--- src/rtl/dradd_pkg.sv ---
package dradd_pkg;

  localparam int SLICE_W_DEF    = 2;
  localparam int NUM_SLICES_DEF = 4;
  localparam int WIDTH_DEF      = SLICE_W_DEF * NUM_SLICES_DEF;

  // Strobes from the control to the datapath.
  typedef struct packed {
    logic                      clearAll;
    logic [NUM_SLICES_DEF-1:0] fire;
  } ctrlStrobe_t;

  typedef enum logic [1:0] {
    PH_IDLE = 2'd0,
    PH_RUN  = 2'd1,
    PH_HOLD = 2'd2
  } phase_t;

endpackage

--- src/rtl/dradd_slice.sv ---
// One look-ahead slice. It resolves only once its carry-in rail pair is valid.
module dradd_slice #(
  parameter int SLICE_W = 2
) (
  input  logic [SLICE_W-1:0] opA,
  input  logic [SLICE_W-1:0] opB,
  input  logic               cinT,
  input  logic               cinF,
  output logic [SLICE_W-1:0] sum,
  output logic               coutT,
  output logic               coutF
);

  logic               cinValid;
  logic [SLICE_W:0]   carry;
  logic [SLICE_W-1:0] genBit;
  logic [SLICE_W-1:0] propBit;
  logic [SLICE_W-1:0] rawSum;

  assign cinValid = cinT | cinF;
  assign genBit   = opA & opB;
  assign propBit  = opA ^ opB;

  // Internal carries: generate, or propagate of the lower carry.
  always_comb begin
    carry[0] = cinT;
    for (int i = 0; i < SLICE_W; i++) begin
      carry[i+1] = genBit[i] | (propBit[i] & carry[i]);
      rawSum[i]  = propBit[i] ^ carry[i];
    end
  end

  assign sum   = cinValid ? rawSum : '0;
  assign coutT = cinValid &  carry[SLICE_W];
  assign coutF = cinValid & ~carry[SLICE_W];

endmodule

--- src/rtl/dradd_ctrl.sv ---
// Phase control: accepts evaluate, steps one slice per clock, holds, precharges.
module dradd_ctrl
  import dradd_pkg::*;
#(
  parameter int NUM_SLICES = NUM_SLICES_DEF
) (
  input  logic        clk,
  input  logic        rstN,
  input  logic        evalEn,
  output ctrlStrobe_t strobe
);

  localparam int STEP_W = (NUM_SLICES > 1) ? $clog2(NUM_SLICES) : 1;

  phase_t            phase, phaseNext;
  logic [STEP_W-1:0] step, stepNext;

  always_comb begin
    strobe    = '0;
    phaseNext = phase;
    stepNext  = step;
    unique case (phase)
      PH_IDLE: begin
        if (evalEn) begin
          strobe.fire = NUM_SLICES'(1);
          if (NUM_SLICES == 1) begin
            phaseNext = PH_HOLD;
          end else begin
            phaseNext = PH_RUN;
            stepNext  = STEP_W'(1);
          end
        end else begin
          strobe.clearAll = 1'b1;
        end
      end
      PH_RUN: begin
        if (evalEn) begin
          strobe.fire = NUM_SLICES'(1) << step;
          if (step == STEP_W'(NUM_SLICES - 1)) begin
            phaseNext = PH_HOLD;
            stepNext  = '0;
          end else begin
            stepNext = step + STEP_W'(1);
          end
        end else begin
          strobe.clearAll = 1'b1;
          phaseNext       = PH_IDLE;
          stepNext        = '0;
        end
      end
      PH_HOLD: begin
        if (!evalEn) begin
          strobe.clearAll = 1'b1;
          phaseNext       = PH_IDLE;
        end
      end
      default: begin
        strobe.clearAll = 1'b1;
        phaseNext       = PH_IDLE;
        stepNext        = '0;
      end
    endcase
  end

  always_ff @(posedge clk or negedge rstN) begin
    if (!rstN) begin
      phase <= PH_IDLE;
      step  <= '0;
    end else begin
      phase <= phaseNext;
      step  <= stepNext;
    end
  end

endmodule

--- src/rtl/dradd_datapath.sv ---
// Slice chain with registered rails and sums. Each slice latches on its fire strobe.
module dradd_datapath
  import dradd_pkg::*;
#(
  parameter int SLICE_W    = SLICE_W_DEF,
  parameter int NUM_SLICES = NUM_SLICES_DEF,
  parameter int WIDTH      = SLICE_W * NUM_SLICES
) (
  input  logic                  clk,
  input  logic                  rstN,
  input  ctrlStrobe_t           strobe,
  input  logic [WIDTH-1:0]      opA,
  input  logic [WIDTH-1:0]      opB,
  input  logic                  carryIn,
  output logic [WIDTH-1:0]      sumOut,
  output logic [NUM_SLICES-1:0] railT,
  output logic [NUM_SLICES-1:0] railF
);

  for (genvar k = 0; k < NUM_SLICES; k++) begin : g_slice
    logic               inT, inF;
    logic [SLICE_W-1:0] sliceSum;
    logic               outT, outF;
    logic [SLICE_W-1:0] sumReg;

    if (k == 0) begin : g_head
      assign inT = carryIn;
      assign inF = ~carryIn;
    end else begin : g_link
      assign inT = railT[k-1];
      assign inF = railF[k-1];
    end

    dradd_slice #(.SLICE_W(SLICE_W)) u_slice (
      .opA   (opA[k*SLICE_W +: SLICE_W]),
      .opB   (opB[k*SLICE_W +: SLICE_W]),
      .cinT  (inT),
      .cinF  (inF),
      .sum   (sliceSum),
      .coutT (outT),
      .coutF (outF)
    );

    always_ff @(posedge clk or negedge rstN) begin
      if (!rstN) begin
        sumReg   <= '0;
        railT[k] <= 1'b0;
        railF[k] <= 1'b0;
      end else if (strobe.clearAll) begin
        sumReg   <= '0;
        railT[k] <= 1'b0;
        railF[k] <= 1'b0;
      end else if (strobe.fire[k]) begin
        sumReg   <= sliceSum;
        railT[k] <= outT;
        railF[k] <= outF;
      end
    end

    assign sumOut[k*SLICE_W +: SLICE_W] = sumReg;
  end

endmodule

--- src/rtl/dradd_top.sv ---
module dradd_top
  import dradd_pkg::*;
#(
  parameter int SLICE_W    = SLICE_W_DEF,
  parameter int NUM_SLICES = NUM_SLICES_DEF,
  parameter int WIDTH      = SLICE_W * NUM_SLICES
) (
  input  logic             clk,
  input  logic             rstN,
  input  logic             evalEn,
  input  logic [WIDTH-1:0] opA,
  input  logic [WIDTH-1:0] opB,
  input  logic             carryIn,
  output logic [WIDTH-1:0] sumOut,
  output logic             coutTrue,
  output logic             coutFalse,
  output logic             done
);

  ctrlStrobe_t           strobe;
  logic [NUM_SLICES-1:0] railT;
  logic [NUM_SLICES-1:0] railF;

  dradd_ctrl #(.NUM_SLICES(NUM_SLICES)) u_ctrl (
    .clk    (clk),
    .rstN   (rstN),
    .evalEn (evalEn),
    .strobe (strobe)
  );

  dradd_datapath #(
    .SLICE_W    (SLICE_W),
    .NUM_SLICES (NUM_SLICES),
    .WIDTH      (WIDTH)
  ) u_dp (
    .clk     (clk),
    .rstN    (rstN),
    .strobe  (strobe),
    .opA     (opA),
    .opB     (opB),
    .carryIn (carryIn),
    .sumOut  (sumOut),
    .railT   (railT),
    .railF   (railF)
  );

  assign coutTrue  = railT[NUM_SLICES-1];
  assign coutFalse = railF[NUM_SLICES-1];
  assign done      = coutTrue | coutFalse;

endmodule

--- config.mk ---
export PLATFORM = sky130hd
export DESIGN_NAME = dradd_top
export DESIGN_NICKNAME = d
export VERILOG_FILES = /design/src/rtl/dradd_pkg.sv /design/src/rtl/dradd_slice.sv /design/src/rtl/dradd_ctrl.sv /design/src/rtl/dradd_datapath.sv /design/src/rtl/dradd_top.sv
export SDC_FILE = /design/constraint.sdc
export NUM_CORES = 1
export LEC_CHECK = 0
export BUFFER_PORTS_ARGS = -buffer_cell sky130_fd_sc_hd__clkbuf_2
export CORE_UTILIZATION = 45
export DETAILED_ROUTE_END_ITERATION = 7
export PLACE_DENSITY_LB_ADDON = 0.12
export SETUP_SLACK_MARGIN = 0.15
export SLEW_MARGIN = 0
export SYNTH_ARGS = -nofsm -noshare
export SYNTH_HDL_FRONTEND = slang
export SYNTH_HIERARCHICAL = 1
export SYNTH_SLANG_ARGS = --single-unit
--- constraint.sdc ---
create_clock -name clk -period 2.5 [get_ports clk]
set_input_delay 0.25 -clock clk [delete_from_list [all_inputs] [get_ports clk]]
set_output_delay 0.25 -clock clk [all_outputs]
set_load 0.05 [all_outputs]
==> flow_summary.json, run 1 <==
{
  "pwr_density_cell_mw_per_mm2": 492.0,
  "rr_worst_depth": 5,
  "synthCells": 108,
  "antenna_left": 0,
  "clk_latency_ns": 0.30,
  "setup_viol": 0,
  "nNetsFinal": 169,
  "antenna_found_initial": 0,
  "power.leakage_uw": 0.0007256,
  "dr.pass1.iters": 3,
  "grt_pass1_wl_um": 3615,
  "syn_avg_cell_area_um2": 11.40,
  "fp.dieW_um": 54.31,
  "clock-root-buffer": "clkbuf_4",
  "hold_end": "u_ctrl/phase[1]$_DFFE_PN0P_",
  "r2r_setup_slack_ns": 0.74,
  "cap_violations": 0,
  "cts_buffers": 3,
  "cts_sinks": 20,
  "hpwl_um": 1714,
  "vias_per_cell": 5.042,
  "placed_cell_area_mm2": 0.001371,
  "min_period_over_period_pct": 70.24,
  "num_vias": 837,
  "rows": 18,
  "wire_per_inst_um": 13.42,
  "wl_um": 2227,
  "worstPathArrival_ns": 1.93,
  "dp_slack_ns": 0.7667,
  "clk_pin_slew_ns": 0.12,
  "endpoint_kind": "flop",
  "period_minus_slack_ns": 1.756,
  "gp_routability_congestion": 0.7524,
  "synthesis.nets": 140,
  "drtIter0Drc": 7,
  "die_area_mm2": 0.002949,
  "cp-startpoint": "u_dp/g_slice[1].inT$_DFFE_PN0P_",
  "clk_path_buf_depth": 2,
  "ctsResizeCount": 0,
  "fmax_mhz": 569.5,
  "outcome": "finished, final reports clean",
  "layout-drive-gt1-share_pct": 25.74,
  "cp_max_fo": 6,
  "cts_htree_levels": 1,
  "portBuffers": 30,
  "cts-hold-fix-buffers": 1,
  "whs_path_depth": 3,
  "whs_ns": 0.2545,
  "worst_hold_path_type": "in2reg",
  "io_pins": 31,
  "fin_setup_tns_ns": 0,
  "initial_core_util_pct": 48.81,
  "worstHoldStart": "evalEn",
  "grt_pass1_vias": 813,
  "grt_max_degree": 21,
  "cts_tree": "yes",
  "core_area_mm2": 0.002522,
  "r2r-end": "u_dp/g_slice[1].sumReg[1]$_DFFE_PN0P_",
  "r2r_start": "u_dp/g_slice[1].inT$_DFFE_PN0P_",
  "diodes": 0,
  "grtUsageTotal_pct": 17.53,
  "overflow": 0,
  "die_y_um": 54.31,
  "critPathRequiredTime_ns": 2.67,
  "slew_violations": 0,
  "start_kind": "flop",
  "vdd_ir_drop_max_uv": 460.8,
  "post_cts_buffers": 0,
  "crit_type": "reg2reg",
  "remaining_drc_errors": 0,
  "ys.warnings.count": 6,
  "postLayoutCellArea_mm2": 0.001418,
  "slew_headroom_pct": 61.73,
  "rsz0062_at_grt": "false",
  "syn_to_final_growth_pct": 15.14,
  "hold_viol": 0,
  "tightest_slew_ns": 0.5727,
  "layout_setup_ws_ns": 0.7440,
  "fin_skew_ns": 0.01073,
  "synth_area_mm2": 0.001231
}
[metrics by stage]
stage	utilization, %	cells	total power, µW
floorplan	-	108	465.5
global placement	54.37	161	503.7
detailed placement	54.37	161	513.7
CTS	56.20	166	705.6
global route	56.20	166	744.2
finish	56.20	166	697.5
[routing by layer]
| layer | up-vias | wire length, µm | share of wire, % | track usage [%] |
|---|---|---|---|---|
| li1 | 413 | - | - | - |
| met1 | 405 | 1101 | 49 | 24.73 |
| met5 | - | 0 | 0 | 0 |
| met3 | 2 | 78 | 3.5 | 2.500 |
| met4 | 0 | 10 | 0.45 | 7.692 |
| met2 | 17 | 1036 | 47 | 26.63 |
[placed cells by master, fill, tap and decap left out, drive strengths merged, types with 4 or more instances in the layout]
| cell type | n |
|---|---|
| mux2i | 18 |
| fa | 8 |
| ha | 4 |
| o21a | 12 |
| dfrtp | 20 |
| nand2 | 4 |
| o21ba | 4 |
| clkbuf | 34 |
| inv | 4 |
| nor2 | 17 |
[how the worst max path moves through the flow]
stage	end	slack (ns)
final	u_dp/g_slice[1].sumReg[1]$_DFFE_PN0P_	0.74
after global routing	u_dp/g_slice[1].sumReg[1]$_DFFE_PN0P_	0.65
after CTS	u_dp/g_slice[1].sumReg[1]$_DFFE_PN0P_	0.74
after detailed placement	u_dp/g_slice[1].sumReg[1]$_DFFE_PN0P_	0.77
after global placement	u_dp/g_slice[1].sumReg[1]$_DFFE_PN0P_	0.80
after floorplan	u_dp/g_slice[1].sumReg[1]$_DFFE_PN0P_	0.90
[power breakdown]
part | switching, µW | leakage (µW) | internal (µW)
clock network | 103 | 0.0000210 | 88.8
logic | 84.0 | 0.000432 | 67.2
registers | 16.3 | 0.000273 | 338
[layout make-up]
cell class	instances	area (µm²)
clock buffer	4	36.28
fill	235	1105
inverter	4	15.01
multi-input combinational	77	668.1
sequential	20	500.5
tap	30	37.54
timing repair buffer	31	160.2
[registers in the layout, indices dropped and copies added (netlist names)]
register and flops:
u_dp/railT 1, u_dp/g_slice.inF 3, u_dp/railF 1, u_ctrl/phase 2, u_dp/g_slice.sumReg 8, u_dp/g_slice.inT 3, u_ctrl/step 2
[critical path, cell delays in order (launching register included)]
cell and delay, ns:
dfrtp_1 0.47, fa_1 0.41, fa_1 0.44, o21a_1 0.11
mux2i_1 0.15, nor2_1 0.06
Note: power is estimated with default switching activity, not from simulation.
==> run 2, diff against run 1 <==
Clock period 2.5 ns to 1.42 ns, I/O delays scaled along.
==> run 2 against run 1 <==
Effect of this change:
- the run now ends with negative setup slack left
- critical path depth did not move
- clock skew decreased by 0.0082 ns
- design area up 13%
- non-clock buffer count is 12 higher
- largest cell class unchanged
- register-to-register slack worse by 0.94 ns
- first-iteration DRC count fell by 29%
- clock power grew 71%
- maximum frequency up 8.7%
- count of clock-buffer cells in the layout unchanged
- global-route usage shrank 0.26 points
- wire length increased by 4.0%
==> flow_summary.json, run 2 (same netlist as run 1, synthesis figures left out) <==
{
  "fin_setup_tns_ns": -1.049,
  "outcome": "complete, but fails checks",
  "portBuffers": 30,
  "grtUsageTotal_pct": 17.27,
  "cts_htree_levels": 1,
  "cp.depth": 5,
  "power_uw": 1304,
  "critPathRequiredTime_ns": 1.65,
  "grt_pass1_vias": 891,
  "r2r_start": "u_dp/g_slice[3].inT$_DFFE_PN0P_",
  "wl_um": 2316,
  "clk_latency_ns": 0.29,
  "cp-startpoint": "u_dp/g_slice[3].inT$_DFFE_PN0P_",
  "fin_skew_ns": 0.002528,
  "endpoint_kind": "flop",
  "rr_worst_depth": 5,
  "tightest_slew_ns": 0.4989,
  "diodes": 0,
  "top_register": "u_dp/g_slice.sumReg",
  "path_cells": "fa_2, fa_2, o21a_1, mux2i_1, nor2_1",
  "r2r_setup_slack_ns": -0.20,
  "cp_max_fo": 2,
  "period_minus_slack_ns": 1.616,
  "crit_path_frequent_cell": "fa_2",
  "setup_viol": 9,
  "path_delay_family": "adder cells",
  "antenna_found_initial": 0,
  "min_period_over_period_pct": 113.8,
  "overflow": 0,
  "hold_viol": 0,
  "rsz0062_at_grt": "true",
  "grt_pass1_wl_um": 3588,
  "r2r-end": "u_dp/g_slice[3].sumReg[1]$_DFFE_PN0P_",
  "endpoint": "u_dp/g_slice[3].sumReg[1]$_DFFE_PN0P_",
  "layout_setup_ws_ns": -0.1962,
  "clock-root-buffer": "clkbuf_4",
  "fmax_mhz": 618.7,
  "gp_routability_congestion": 0.6888,
  "cts_tree": "yes",
  "cts_buffers": 3,
  "grt_max_degree": 21,
  "die_y_um": 54.31,
  "syn_to_final_growth_pct": 29.98,
  "cp_slowest_cell": "fa_2",
  "pwr_density_cell_mw_per_mm2": 814.8,
  "drtIter0Drc": 5,
  "io_pins": 31,
  "cts_sinks": 20,
  "cp_num_buf_inv": 0,
  "wire_per_inst_um": 13.01,
  "worst_hold_path_type": "in2reg",
  "power.leakage_uw": 0.0007777,
  "final_common_cell": "clkbuf_2",
  "largest_reg_flops": 8,
  "hpwl_um": 1707,
  "start_kind": "flop",
  "dr.pass1.iters": 2,
  "rows": 18,
  "clk_path_buf_depth": 2,
  "vias_per_cell": 4.904,
  "core_area_mm2": 0.002522,
  "fp.dieW_um": 54.31,
  "final_cell_mix": "clkbuf_2 (29), dfrtp_1 (20), mux2i_1 (18)",
  "worstPathArrival_ns": 1.85,
  "slew_violations": 0,
  "num_vias": 873,
  "die_area_mm2": 0.002949,
  "violations": "negative setup slack",
  "slew_headroom_pct": 66.74,
  "crit_type": "reg2reg",
  "antenna_left": 0,
  "max_stage_delay_ns": 0.53,
  "vdd_ir_drop_max_uv": 562.1,
  "remaining_drc_errors": 0,
  "nNetsFinal": 181,
  "cap_violations": 0,
  "clk_pin_slew_ns": 0.12,
  "layout-drive-gt1-share_pct": 44.59,
  "initial_core_util_pct": 48.81
}
## run 2: cell types whose count changed in the layout (fill, tap and decap cells not counted), moves of 2 or more
cell	change
and3_1	-2
and3_4	+2
buf_4	+10
fa_1	-8
fa_2	+8
ha_1	-4
ha_2	+2
ha_4	+2
inv_1	-3
inv_2	+3
## run 2: where the power goes
group | internal (µW) | total [µW] | switching, µW | leakage (µW)
sequential | 595 | 622 | 27.2 | 0.000273
combinational | 174 | 353 | 179 | 0.000484
clock | 156 | 329 | 173 | 0.0000210
total | 925 | 1300 | 379 | 0.000778
## run 2: how the worst min path moves through the flow
stage,slack [ns],start,cells past startpoint,end
finish,0.17,evalEn,3,u_ctrl/phase[1]$_DFFE_PN0P_
global route,0.18,evalEn,3,u_ctrl/phase[1]$_DFFE_PN0P_
CTS,0.17,evalEn,3,u_ctrl/phase[1]$_DFFE_PN0P_
detailed placement,0.14,rstN,1,u_ctrl/phase[0]$_DFFE_PN0P_
global placement,0.14,rstN,1,u_ctrl/step[1]$_DFFE_PN0P_
floorplan,-0.15,rstN,0,u_ctrl/phase[0]$_DFFE_PN0P_
## run 2: layout make-up
class                           count  area, µm²
Clock buffer                        4      36.28
Sequential cell                    20      500.5
Timing Repair Buffer               43      276.5
Inverter                            4      15.01
Multi-Input combinational cell     77      734.5
Tap cell                           30      37.54
Fill cell                         223      922.1
## run 2: layer usage
layer,vias to the layer above,GRT usage [%],share of wire [%]
met5,-,0,0
met4,0,5.556,0.65
met3,2,3.333,3.7
met2,22,30.69,47
met1,411,20.77,49
li1,438,-,-
## run 2: worst reg2reg max path: cells and delay by family (launching register included)
kind	cells	cell delay (ns)
adder cells (fa/ha/maj)	2	0.88
flip-flops	1	0.41
AO/OA/AOI/OAI	1	0.11
AND/OR/NAND/NOR	1	0.09
multiplexers	1	0.06
## run 2: per-stage QoR
stage	instance area (µm²)	cells	util (%)	hold WS, ns	worst slack [ns]
after floorplan	1244	108	-	-0.1536	-0.1427
after global placement	1456	169	57.74	0.1370	-0.1583
after detailed placement	1456	169	57.74	0.1387	-0.1704
after CTS	1579	178	62.60	0.1672	-0.1892
after global routing	1600	178	63.44	0.1752	-0.2618
final	1600	178	63.44	0.1699	-0.1962
## run 2: what timing repair did
action                                 4_1_cts  5_1_grt
buffers inserted                             4        0
cloned                                       0        0
pin swaps                                    4        4
setup endpoints to repair                   16       17
gates resized for setup                     15        6
endpoints found under the hold margin       20        0
hold buffers                                 1        0
